===== src/rtl/gpio_own_pkg.sv =====
package gpio_own_pkg;

    localparam int FIELD_W      = 2;
    localparam int PINS_PER_REG = 8;
    localparam int REG_W        = FIELD_W * PINS_PER_REG;

    typedef enum logic [FIELD_W-1:0] {
        OWN_CORE0 = 2'b00,
        OWN_CORE1 = 2'b01,
        OWN_RSV_A = 2'b10,
        OWN_RSV_B = 2'b11
    } owner_e;

    typedef struct packed {
        logic out_we;
        logic out_val;
        logic dir_we;
        logic dir_val;
    } pin_wr_t;

    // Only the exact core-1 code hands a pin to core 1; reserved codes fall back to core 0.
    function automatic logic owner_is_core1(input logic [FIELD_W-1:0] field);
        return owner_e'(field) == OWN_CORE1;
    endfunction

    // Expand per-field strobes to a bit mask over one select register.
    function automatic logic [REG_W-1:0] field_mask(input logic [PINS_PER_REG-1:0] fsel);
        logic [REG_W-1:0] m;
        m = '0;
        for (int j = 0; j < PINS_PER_REG; j++) begin
            m[j*FIELD_W +: FIELD_W] = {FIELD_W{fsel[j]}};
        end
        return m;
    endfunction

    // Clear the selected fields, then insert the new value into them.
    function automatic logic [REG_W-1:0] merge_fields(
        input logic [REG_W-1:0]        old_v,
        input logic [REG_W-1:0]        new_v,
        input logic [PINS_PER_REG-1:0] fsel
    );
        logic [REG_W-1:0] m;
        m = field_mask(fsel);
        return (old_v & ~m) | (new_v & m);
    endfunction

endpackage


===== src/rtl/gpio_own_wprot.sv =====
module gpio_own_wprot (
    input  logic clk,
    input  logic rst,
    input  logic wp_we,
    input  logic wp_close,
    input  logic cfg_we,
    output logic wr_open,
    output logic wr_ok
);

    logic lock_q;

    always_ff @(posedge clk) begin
        if (rst) begin
            lock_q <= 1'b1;
        end else if (wp_we) begin
            lock_q <= wp_close;
        end
    end

    assign wr_open = ~lock_q;
    assign wr_ok   = cfg_we & ~lock_q;

endmodule


===== src/rtl/gpio_own_selreg.sv =====
module gpio_own_selreg
    import gpio_own_pkg::*;
#(
    parameter  int NUM_PINS = 32,
    localparam int NUM_REGS = NUM_PINS / PINS_PER_REG,
    localparam int IDX_W    = (NUM_REGS > 1) ? $clog2(NUM_REGS) : 1
) (
    input  logic                      clk,
    input  logic                      rst,
    input  logic                      wr_ok,
    input  logic [IDX_W-1:0]          cfg_addr,
    input  logic [PINS_PER_REG-1:0]   cfg_fsel,
    input  logic [REG_W-1:0]          cfg_wdata,
    output logic [REG_W-1:0]          cfg_rdata,
    output logic [NUM_PINS*FIELD_W-1:0] owner_fields
);

    logic [NUM_REGS-1:0][REG_W-1:0] all_q;

    for (genvar r = 0; r < NUM_REGS; r++) begin : g_reg
        logic [REG_W-1:0] sel_q;
        logic             hit;

        assign hit = wr_ok && (cfg_addr == IDX_W'(r));

        always_ff @(posedge clk) begin
            if (rst) begin
                sel_q <= '0;
            end else if (hit) begin
                sel_q <= merge_fields(sel_q, cfg_wdata, cfg_fsel);
            end
        end

        assign all_q[r]                           = sel_q;
        assign owner_fields[r*REG_W +: REG_W]     = sel_q;
    end

    assign cfg_rdata = all_q[cfg_addr];

endmodule


===== src/rtl/gpio_own_lane.sv =====
module gpio_own_lane
    import gpio_own_pkg::*;
(
    input  logic               clk,
    input  logic               rst,
    input  logic [FIELD_W-1:0] owner,
    input  pin_wr_t            wr_c0,
    input  pin_wr_t            wr_c1,
    output logic               out_q,
    output logic               oe_q
);

    pin_wr_t eff;

    always_comb begin
        eff = owner_is_core1(owner) ? wr_c1 : wr_c0;
    end

    always_ff @(posedge clk) begin
        if (rst) begin
            out_q <= 1'b0;
            oe_q  <= 1'b0;
        end else begin
            if (eff.out_we) out_q <= eff.out_val;
            if (eff.dir_we) oe_q  <= eff.dir_val;
        end
    end

endmodule


===== src/rtl/gpio_owner_sel.sv =====
module gpio_owner_sel
    import gpio_own_pkg::*;
#(
    parameter  int NUM_PINS = 32,
    localparam int NUM_REGS = NUM_PINS / PINS_PER_REG,
    localparam int IDX_W    = (NUM_REGS > 1) ? $clog2(NUM_REGS) : 1
) (
    input  logic                    clk,
    input  logic                    rst,
    input  logic                    wp_we,
    input  logic                    wp_close,
    input  logic                    cfg_we,
    input  logic [IDX_W-1:0]        cfg_addr,
    input  logic [PINS_PER_REG-1:0] cfg_fsel,
    input  logic [REG_W-1:0]        cfg_wdata,
    output logic [REG_W-1:0]        cfg_rdata,
    input  logic [NUM_PINS-1:0]     c0_out_we,
    input  logic [NUM_PINS-1:0]     c0_out_val,
    input  logic [NUM_PINS-1:0]     c0_dir_we,
    input  logic [NUM_PINS-1:0]     c0_dir_val,
    input  logic [NUM_PINS-1:0]     c1_out_we,
    input  logic [NUM_PINS-1:0]     c1_out_val,
    input  logic [NUM_PINS-1:0]     c1_dir_we,
    input  logic [NUM_PINS-1:0]     c1_dir_val,
    input  logic [NUM_PINS-1:0]     pad_in,
    output logic [NUM_PINS-1:0]     pad_out,
    output logic [NUM_PINS-1:0]     pad_oe,
    output logic [NUM_PINS-1:0]     c0_in,
    output logic [NUM_PINS-1:0]     c1_in
);

    logic                          wr_open;
    logic                          wr_ok;
    logic [NUM_PINS*FIELD_W-1:0]   owner_fields;

    gpio_own_wprot u_wprot (
        .clk      (clk),
        .rst      (rst),
        .wp_we    (wp_we),
        .wp_close (wp_close),
        .cfg_we   (cfg_we),
        .wr_open  (wr_open),
        .wr_ok    (wr_ok)
    );

    gpio_own_selreg #(.NUM_PINS(NUM_PINS)) u_selreg (
        .clk          (clk),
        .rst          (rst),
        .wr_ok        (wr_ok),
        .cfg_addr     (cfg_addr),
        .cfg_fsel     (cfg_fsel),
        .cfg_wdata    (cfg_wdata),
        .cfg_rdata    (cfg_rdata),
        .owner_fields (owner_fields)
    );

    for (genvar p = 0; p < NUM_PINS; p++) begin : g_pin
        pin_wr_t w0;
        pin_wr_t w1;

        assign w0 = '{out_we: c0_out_we[p], out_val: c0_out_val[p],
                      dir_we: c0_dir_we[p], dir_val: c0_dir_val[p]};
        assign w1 = '{out_we: c1_out_we[p], out_val: c1_out_val[p],
                      dir_we: c1_dir_we[p], dir_val: c1_dir_val[p]};

        gpio_own_lane u_lane (
            .clk   (clk),
            .rst   (rst),
            .owner (owner_fields[p*FIELD_W +: FIELD_W]),
            .wr_c0 (w0),
            .wr_c1 (w1),
            .out_q (pad_out[p]),
            .oe_q  (pad_oe[p])
        );
    end

    // Input levels are shared by both cores regardless of ownership.
    assign c0_in = pad_in;
    assign c1_in = pad_in;

endmodule


===== config.mk =====
export PLATFORM = sky130hd
export DESIGN_NAME = gpio_owner_sel
export DESIGN_NICKNAME = d
export VERILOG_FILES = /design/src/rtl/gpio_own_pkg.sv /design/src/rtl/gpio_own_wprot.sv /design/src/rtl/gpio_own_selreg.sv /design/src/rtl/gpio_own_lane.sv /design/src/rtl/gpio_owner_sel.sv
export SDC_FILE = /design/constraint.sdc
export NUM_CORES = 1
export LEC_CHECK = 0
export ABC_AREA = 1
export CORE_MARGIN = 10
export CORE_UTILIZATION = 35
export CTS_CLUSTER_DIAMETER = 40
export CTS_CLUSTER_SIZE = 8
export DETAILED_ROUTE_END_ITERATION = 10
export DONT_BUFFER_PORTS = 1
export PLACE_DENSITY = 0.59
export SETUP_SLACK_MARGIN = 0.1
export SYNTH_ARGS = -nofsm -noshare
export SYNTH_HDL_FRONTEND = slang
export SYNTH_SLANG_ARGS = --single-unit

===== constraint.sdc =====
create_clock -name clk -period 1.6 [get_ports clk]
set_clock_uncertainty 0.15 [all_clocks]
set_input_delay 0.16 -clock clk [delete_from_list [all_inputs] [get_ports clk]]
set_output_delay 0.16 -clock clk [all_outputs]
set_load 0.03 [all_outputs]

== Yosys cells after proc, flatten, opt, wreduce, memory -nomap -nowiden ==
Index checks and enable logic that the tools add are counted.
Word-level totals
  register bits after elaboration: 129
  latch bits: 0
  memory bits (writable): 0
  memory bits (read-only): 0
  input port bits: 319
  output and inout port bits: 144
  logic and storage cells: 156
  memories kept: 0
Operators by class
  add/sub/neg operators: 0
  $mul: 0
  div/mod/pow operators: 0
  $lt $le $gt $ge: 1
  equality and inequality tests: 35
  shift-type cells: 0
  muxes and demuxes: 34
  bitwise gates (word level): 12
  reduce and logical (&&, ||, !) cells: 5
Operators with widths (number)
  $mux W4: 32
  $and A16 B16 Y16: 5
  $eq A2 B1 Y1 const B: 33
  $or A16 B16 Y16: 4
  $bmux W16 S2: 1
  $mux W16: 1
  $not A16 Y16: 1
  $eq A2 B2 Y1 const B: 2
  $logic_and A1 B1 Y1: 4
  $lt A2 B3 Y1 const B: 1
  $logic_not A2 Y1: 1
  $and A1 B1 Y1: 1
  $not A1 Y1: 1

== Depth between registers and ports, before layout ==
Gate-level depths: netlist of run 1.
  depth after elaboration: 3
  depth in mapped cells: 8
  depth with buffers taken out: 7

== Modules after synthesis ==
Synthesis of run 1 repeated with hierarchy kept, for this count alone.
Second synthesis, totals
  cell total of the unflattened synthesis: 1681
  area, all modules: 9439.1 um^2
Modules (own cells, without submodules)
  gpio_own_lane: times used 32, cells an instance 33, area an instance 173.9 um^2, seq. area each 40.0 um^2
  gpio_own_selreg: times used 1, cells an instance 552, area an instance 3342.0 um^2, seq. area each 1281.2 um^2
  gpio_owner_sel: times used 1, cells an instance 64, area an instance 480.5 um^2, seq. area each 0.0 um^2
  gpio_own_wprot: times used 1, cells an instance 9, area an instance 51.3 um^2, seq. area each 20.0 um^2

== Least setup slack after synthesis of run 1 ==
OpenSTA, ideal clock, no wires.
  kind: input port to output port
  start point: input port cfg_addr[0]
  end point: output port cfg_rdata[10]
  data arrival time: 1.002 ns
  data required time: 1.290 ns
  path slack: 0.288 ns
  stages: 4
  buffers on the path: 1
  cell sequence: nor2_2 -> clkbuf_1 -> nand2_1 -> o2111ai_1
Between the ends
  word-level cells in the longest chain between the ends: 2
RTL lines
  start, declared: RTL line gpio_owner_sel.sv:13  | input logic [IDX_W-1:0] cfg_addr,
  $bmux W16 S2: RTL line gpio_own_selreg.sv:38  | assign cfg_rdata = all_q[cfg_addr];
  $mux W16 (not written as such): RTL line gpio_own_selreg.sv:38
  end, declared: RTL line gpio_owner_sel.sv:16  | output logic [REG_W-1:0] cfg_rdata,
Every way passes these cells. The select of a mux whose other input is x is not followed.

==> results.md, run 1 <==
- The later pin in the worst-skew pair is clocked with a latency of 0.41 ns.
- In this design, the stage delay of the slowest critical-path cell is 0.34 ns.
- Setup total negative slack on the finished layout was measured at 0 ns.
- The floorplan step defined a die boundary enclosing 33,700 µm².
- The number of DRC violations after detailed routing is 0.
- The worst reg2reg path depth is 7.
- Of the total synthesized cell area, the portion taken by AND, OR, NAND and NOR gates is 47.5%.
- The region available for standard cell placement spans 26,200 µm².
- The width of the die is 184 µm.
- For the pin with the worst max-slew slack, the measured transition is 0.480 ns.
- The share of synthesized area spent on multiplexers is 0%.
- The clock period could shrink to 1.51 ns.
- The clock net in this run drives a total of 129 sinks.
- During synthesis, Yosys emitted a total of 0 warnings.
- Wires add up to 38,200 µm.
- The number of nets in the synthesized netlist is 1,941.
- Yosys mapped a number of flops with a built-in enable equal to 0.
- The flow ran to the end, and the final reports show no timing, DRC or antenna violations.
- The finished cells cover 13,200 µm².
- Setup repair after global routing could not meet its margin everywhere.
- The number of vias per cell after detailed routing is 4.87.
- Of the synthesized area, sequential elements account for 27.5%.
- Entering global routing, the biggest net connects 52 pins.
- The area share of the largest cell type after synthesis is 27.5%.
- The total power consumption of the routed design is 9.81 mW.
- The power density of the placed cells is 741 nW/µm².
- The total standard cell area after synthesis is 9380 µm².
- The number of rows in the core area is 59.
- Ranked by instance count, the synthesized netlist is headed by sky130_fd_sc_hd__nand2_1, sky130_fd_sc_hd__nor2_1, sky130_fd_sc_hd__inv_1.
- TritonCTS built the clock tree.
- The clock-pin transition on the worst setup and hold timing paths is 0.06 ns.
- In the post-route analysis, the smallest setup slack over all paths is 0.0878 ns.
- The complex-gate fraction of the synthesized area is 5.02%.
- Yosys instantiated no cell more often than sky130_fd_sc_hd__nand2_1.
- After synthesis, the largest family of logic cells by area is simple AND/OR/NAND/NOR gates.
- Setup violations remaining at the end of the flow were counted as 0.
- The register-to-register setup slack is 0.21 ns.
- The number of buffers on the longest clock path is 2.
- 463 I/O pins were placed.
- The number of clock buffers added by TritonCTS is 17.
- The area occupied by multi-input gates is 5040 µm².
- The number of failing hold endpoints at the final stage is 0.
- Of the total synthesized cell area, the portion taken by full adders, half adders and majority gates is 0%.
- The cell taking the most area after synthesis is sky130_fd_sc_hd__dfxtp_1.
- The largest fanout on the critical path is 5.
- STA classifies the critical path startpoint as a register.
- The post-synthesis xor/xnor area fraction is 0%.
- The data arrival time of the worst path is 1.20 ns.
- Input and output buffers added on the ports amount to 0.
- The first TritonRoute pass finished after 6 iterations.
- The type of element capturing the critical path is an output port.
- Counting flops with an async set or reset pin after synthesis yields a share of 0%.
- The final-layout fill cell count is 2,463.
- The classification of the worst setup path is reg2out.
- By area the synthesized netlist is led by sky130_fd_sc_hd__dfxtp_1, sky130_fd_sc_hd__nand2_1, sky130_fd_sc_hd__buf_4, sky130_fd_sc_hd__nor2_1, sky130_fd_sc_hd__inv_1.
- The post-route netlist has 11.8% of its cells at a drive strength greater than 1.
- Detailed routing inserted a total of 10,800 vias.
- In this run the static leakage power is 6.55 nW.
- The post-place instance area is 9200 µm².
- The endpoint identified for the worst register-to-register timing path is g_pin[25].u_lane.out_q$_SDFFE_PP0P_.
- For this run, the top clock speed supported by timing is 0.661 GHz.
- The capture point of the critical path is cfg_rdata[13].
- Hold timing on the final database bottoms out at a slack of 0.0337 ns.
- The initial antenna violation count came to 8.
- The placer congestion estimate is 0.857.
- At the end of the flow, the number of nets in the layout was 2,169.
- The HPWL after detailed placement is 26,300 µm.
- Compared with the post-synthesis result, the final layout area differs by 41.2%.
- The count of pins over their slew limit is 0.
- The H-tree depth is 4.
- Traced cell by cell, the critical path runs through inv_2 -> o2111ai_1 -> buf_4.
- The first routing iteration left 792 violations.
- The number of global-route vias before repair is 10,600.
- The synthesized design contains 129 register bits.
- The overall routing resource usage is 21.4%.
- The min-delay analysis places its worst path in the category in2reg.
- The synthesized instance count is 1,622.
- The root buffer cell is sky130_fd_sc_hd__clkbuf_16.
- The post-route antenna net violation count is 0.
- The required time reported for the critical path endpoint is 1.29 ns.
- The first global-routing pass estimated 58,000 µm of wire.
- The average wire per standard cell is 17.3 µm.
- The sequential cells in the finished layout cover a total of 2660 µm².
- The final cell count without fillers is 2,210.
- Summed over all layers, the global routing overflow is 0.
- The library cell contributing the largest single delay on the critical path is sky130_fd_sc_hd__dfxtp_2.
- The average cell area after synthesis is 5.78 µm².
- The placed instance count is 1,850.
- The worst setup timing slack at the placement stage is 0.204 ns.
- The number of violations of the max-capacitance limit is 0.
- Measured against its own limit, the worst slew margin works out to 67.9%.
- The dominant register cell in the synthesized netlist is sky130_fd_sc_hd__dfxtp_1.
- For this configuration, the core starts out at a cell density of 35.8%.
- In this run the vertical extent of the chip is 184 µm.
- The final cycle utilization of the critical path is 94.5%.
- At the end of the flow the core is filled with cells to 50.5%.
- The post-synthesis cell type count is 20.
- The largest vdd supply drop is 0.590 mV.
## critical path: cells and delay by family, from the launching register on
family / cells / cell delay (ns)
compound gates: 1 / 0.19
buf+inv: 2 / 0.26
flops: 1 / 0.34
## cell families (layout without fill, tap and decap cells)
group / count (synthesis) / count (layout)
flip-flops: 129 / 129
AO/OA/AOI/OAI: 82 / 82
buffers and inverters: 360 / 599
AND/OR/NAND/NOR: 1051 / 1051
other: 0 / 14
## area by class of cell
class	count	area share, %
flip-flops and latches	129	20.1
inverters	197	5.73
multi-input cells	1133	38.0
clock inverters	13	1.60
well taps	335	3.16
repair buffers	372	27.9
clock buffers	17	3.21
diodes	14	0.265
## power by group
group | leakage [nW] | switching (mW) | total (mW) | internal [mW]
sequential | 1.08 | 0.264 | 3.61 | 3.35
combinational | 5.17 | 0.922 | 1.83 | 0.908
clock | 0.298 | 1.60 | 4.36 | 2.76
## timing repair
action	in CTS	in global routing
endpoints found under the setup margin	16	19
resized for setup	69	38
hold endpoints to repair	129	0
pin swaps	12	5
gates cloned	0	2
buffers inserted	9	20
hold buffers	285	0
## per-layer routing
| layer | GRT usage [%] | vias up | share of wire (%) |
|---|---|---|---|
| met4 | 10.8 | 0 | 3.9 |
| met2 | 36.7 | 463 | 49 |
| met1 | 23.5 | 4837 | 38 |
| li1 | - | 5335 | - |
| met3 | 6.54 | 126 | 8.8 |
| met5 | 0 | - | 0 |
## placed cells by master (no fill, tap or decap), types with 10 or more instances in the layout
cell                            netlist  final
sky130_fd_sc_hd__nand2_1            599    593
sky130_fd_sc_hd__clkbuf_16            0     19
sky130_fd_sc_hd__inv_2                2     10
sky130_fd_sc_hd__buf_4              131     64
sky130_fd_sc_hd__nand3b_1            64     64
sky130_fd_sc_hd__nand3_2             11     11
sky130_fd_sc_hd__nand3_1            125    125
sky130_fd_sc_hd__inv_1              195    179
sky130_fd_sc_hd__buf_6                3     12
sky130_fd_sc_hd__dfxtp_2              0     34
sky130_fd_sc_hd__dfxtp_1            129     86
sky130_fd_sc_hd__o2111ai_2            0     11
sky130_fd_sc_hd__o21ai_0             65     65
sky130_fd_sc_hd__dlygate4sd3_1        0    285
sky130_fd_sc_hd__diode_2              0     14
sky130_fd_sc_hd__nor2_1             240    240
## worst min-delay path by stage
stage	startpoint	endpoint	slack [ns]	depth (start not counted)
2_1_floorplan	rst	u_wprot.lock_q$_SDFFE_PP1P_	0.11	2
3_3_place_gp	wp_we	u_wprot.lock_q$_SDFFE_PP1P_	0.12	1
3_5_place_dp	wp_we	u_wprot.lock_q$_SDFFE_PP1P_	0.13	1
4_1_cts	cfg_addr[0]	register	0.01	6
5_1_grt	cfg_addr[1]	register	0.05	5
6_report	cfg_addr[0]	register	0.03	6
(Power assumes the default switching activity.)
==> inputs of run 2 (changes only) <==
--- a/config.mk
+++ b/config.mk
@@ -8,6 +8,7 @@
 export ABC_AREA = 1
 export CORE_MARGIN = 10
 export CORE_UTILIZATION = 35
+export CTS_BUF_LIST = sky130_fd_sc_hd__clkbuf_8
 export CTS_CLUSTER_DIAMETER = 40
 export CTS_CLUSTER_SIZE = 8
 export DETAILED_ROUTE_END_ITERATION = 10
==> results.md, run 2 (synthesis gave the netlist of run 1 again) <==
- The flow ran to the end, and the final reports show no timing, DRC or antenna violations.
- At the worst endpoint, the required time is 1.29 ns.
- The combinational share of power is 21.2%.
- In the layout the commonest cells are sky130_fd_sc_hd__nand2_1, sky130_fd_sc_hd__dlygate4sd3_1, sky130_fd_sc_hd__nor2_1.
- The floorplan die area is 33,700 µm².
- The core region is 26,200 µm².
- The later pin in the worst-skew pair is clocked with a latency of 0.43 ns.
- The initial utilization of the core area, before any placement, comes to 35.8%.
- The classification of the worst setup path is reg2out.
- The wire length of the first global-routing pass is 59,000 µm.
- Data arrives at the worst endpoint at 1.18 ns.
- The startpoint identified for the worst register-to-register timing path is u_wprot.lock_q$_SDFFE_PP1P_.
- The worst setup path is launched from a register.
- Setup repair after global routing could not meet its margin everywhere.
- The number of global-route vias before repair was 10,800.
- Setup violations remaining at the end of the flow were counted as 0.
- The total wirelength of the detailed-routed design is 38,400 µm.
- Row generation in the floorplan step produced 59 rows.
- In the routed layout, each cell is associated on average with a via count of 4.86.
- In this run, CTS created clock tree buffers numbering 17.
- The maximum achievable frequency is 0.670 GHz.
- Of the available clock period, the critical path in the final layout requires 93.3%.
- The number of placed instances, taps included, is 1,850.
- The cell leakage power is 6.62 nW.
- The number of violations of the max-capacitance limit is 0.
- The detail route stage leaves a number of antenna-violating nets equal to 0.
- Detailed placement finished with a half-perimeter wire length of 26,300 µm.
- The placer congestion estimate is 0.857.
- The power density of the placed cells is 657 nW/µm².
- The internal portion of the total power is 6.11 mW.
- Relative to the synthesized area, the layout overhead comes to 42.1%.
- The sequential share of power is 41.1%.
- Entering global routing, the biggest net connects 52 pins.
- The startpoint of the tightest hold check path is cfg_addr[1].
- The height of the die is 184 µm.
- The top-level port count is 463.
- The setup TNS is 0 ns.
- The worst setup path is captured at an output port.
- The die is 184 µm wide.
- Global routing used 21.8% of the available tracks across all layers.
- Detailed routing inserted a total of 10,800 vias.
- Of all nets on the critical path, the largest fanout is 2.
- The count of pins over their slew limit came to 0.
- The transition at the pin with the smallest max-transition slack is 0.478 ns.
- The number of iterations in the first detailed-routing pass is 6.
- The initial antenna violation count came to 6.
- The final standard cell utilization of the core is 50.9%.
- The clock-pin transition on the worst setup and hold timing paths is 0.08 ns.
- During placement, the flow inserted port buffers numbering 0.
- The part of the total power dissipated in the clock network is 37.6%.
- The slack of the critical path is 0.107 ns.
- The path class of the lowest-slack min-delay path is in2reg.
- The number of violations reported at the end of detailed-routing iteration 0 is 809.
- The root buffer cell is sky130_fd_sc_hd__clkbuf_8.
- The tree built by TritonCTS fans out to 129 sinks.
- The switching part of the total power is 30.2%.
- The number of failing hold endpoints at the final stage is 0.
- The clock period could shrink to 1.49 ns.
- The proportion of layout cells with a drive suffix above 1 is 13.8%.
- For this run, the post-layout net count is 2,191.
- The worst setup timing slack at the placement stage is 0.204 ns.
- The total congestion overflow after global routing is 0.
- For this run, the number of standard cells in the final layout without fillers is 2,230.
- The worst pin sits at a relative slew slack of 68.0%.
- Leaving out fill and tap cells, the most frequent cell in the layout is sky130_fd_sc_hd__nand2_1.
- Summed over all nets, the switching power comes to 2.64 mW.
- In the final routed layout, each cell accounts on average for 17.2 µm.
- The number of DRC violations after detailed routing is 0.
- No sink is reached through more buffers than the 2 on the longest clock path.
- The CTS tree is done.
- The H-tree depth is 4.
- IR analysis of the VDD net gives a maximum drop of 0.472 mV.
run 2: layout make-up:
type	instances	area (µm²)
Clock inverter	13	211
Antenna cell	12	30.0
Timing Repair Buffer	394	3890
Inverter	197	754
Fill cell	2447	12900
Multi-Input combinational cell	1133	5110
Tap cell	335	419
Clock buffer	17	234
Sequential cell	129	2680
run 2: final timing paths:
| path | slack (ns) | depth (start not counted) | endpoint |
|---|---|---|---|
| worst max register to register | 0.21 | 9 | register |
| worst max-delay path | 0.11 | 3 | cfg_rdata[11] |
| worst min register to register | 0.40 | 4 | register |
| worst min-delay path | 0.04 | 5 | register |
run 2: per-stage QoR:
| stage | total power, mW | cell area, µm² | hold WS [ns] |
|---|---|---|---|
| global route | 9.21 | 13300 | 0.0177 |
| detailed placement | 4.77 | 9200 | 0.129 |
| floorplan | 4.94 | 9380 | 0.110 |
| finish | 8.75 | 13300 | 0.0371 |
| CTS | 8.82 | 13100 | 0.000746 |
| global placement | 4.75 | 9200 | 0.124 |
run 2: power groups by stage:
stage	logic, mW	clock network (mW)	registers [mW]
2_1_floorplan	1.46	0	3.49
3_3_place_gp	1.06	0	3.70
3_5_place_dp	1.08	0	3.70
4_1_cts	1.79	3.42	3.60
5_1_grt	2.04	3.56	3.62
6_report	1.86	3.30	3.60
run 2: critical path: stages, from the launching register on:
cell and delay [ns]:
sky130_fd_sc_hd__dfxtp_2 0.36, sky130_fd_sc_hd__inv_4 0.05, sky130_fd_sc_hd__o2111ai_4 0.19, sky130_fd_sc_hd__buf_6 0.17
run 2: layer usage:
layer / global-route usage [%] / routed length [µm] / vias to the layer above
li1: - / - / 5369
met1: 23.9 / 14600 / 4880
met2: 37.7 / 19100 / 482
met3: 6.92 / 3510 / 106
met4: 9.80 / 1210 / 0
met5: 0 / 0 / -
run 2: what timing repair did:
action                     CTS  global route
hold buffers               289             0
setup endpoints to repair   16            27
setup buffers               32            15
pin swaps                   18             2
hold endpoints to repair   129             0
gates resized for setup    116            22
gates cloned                 0             2
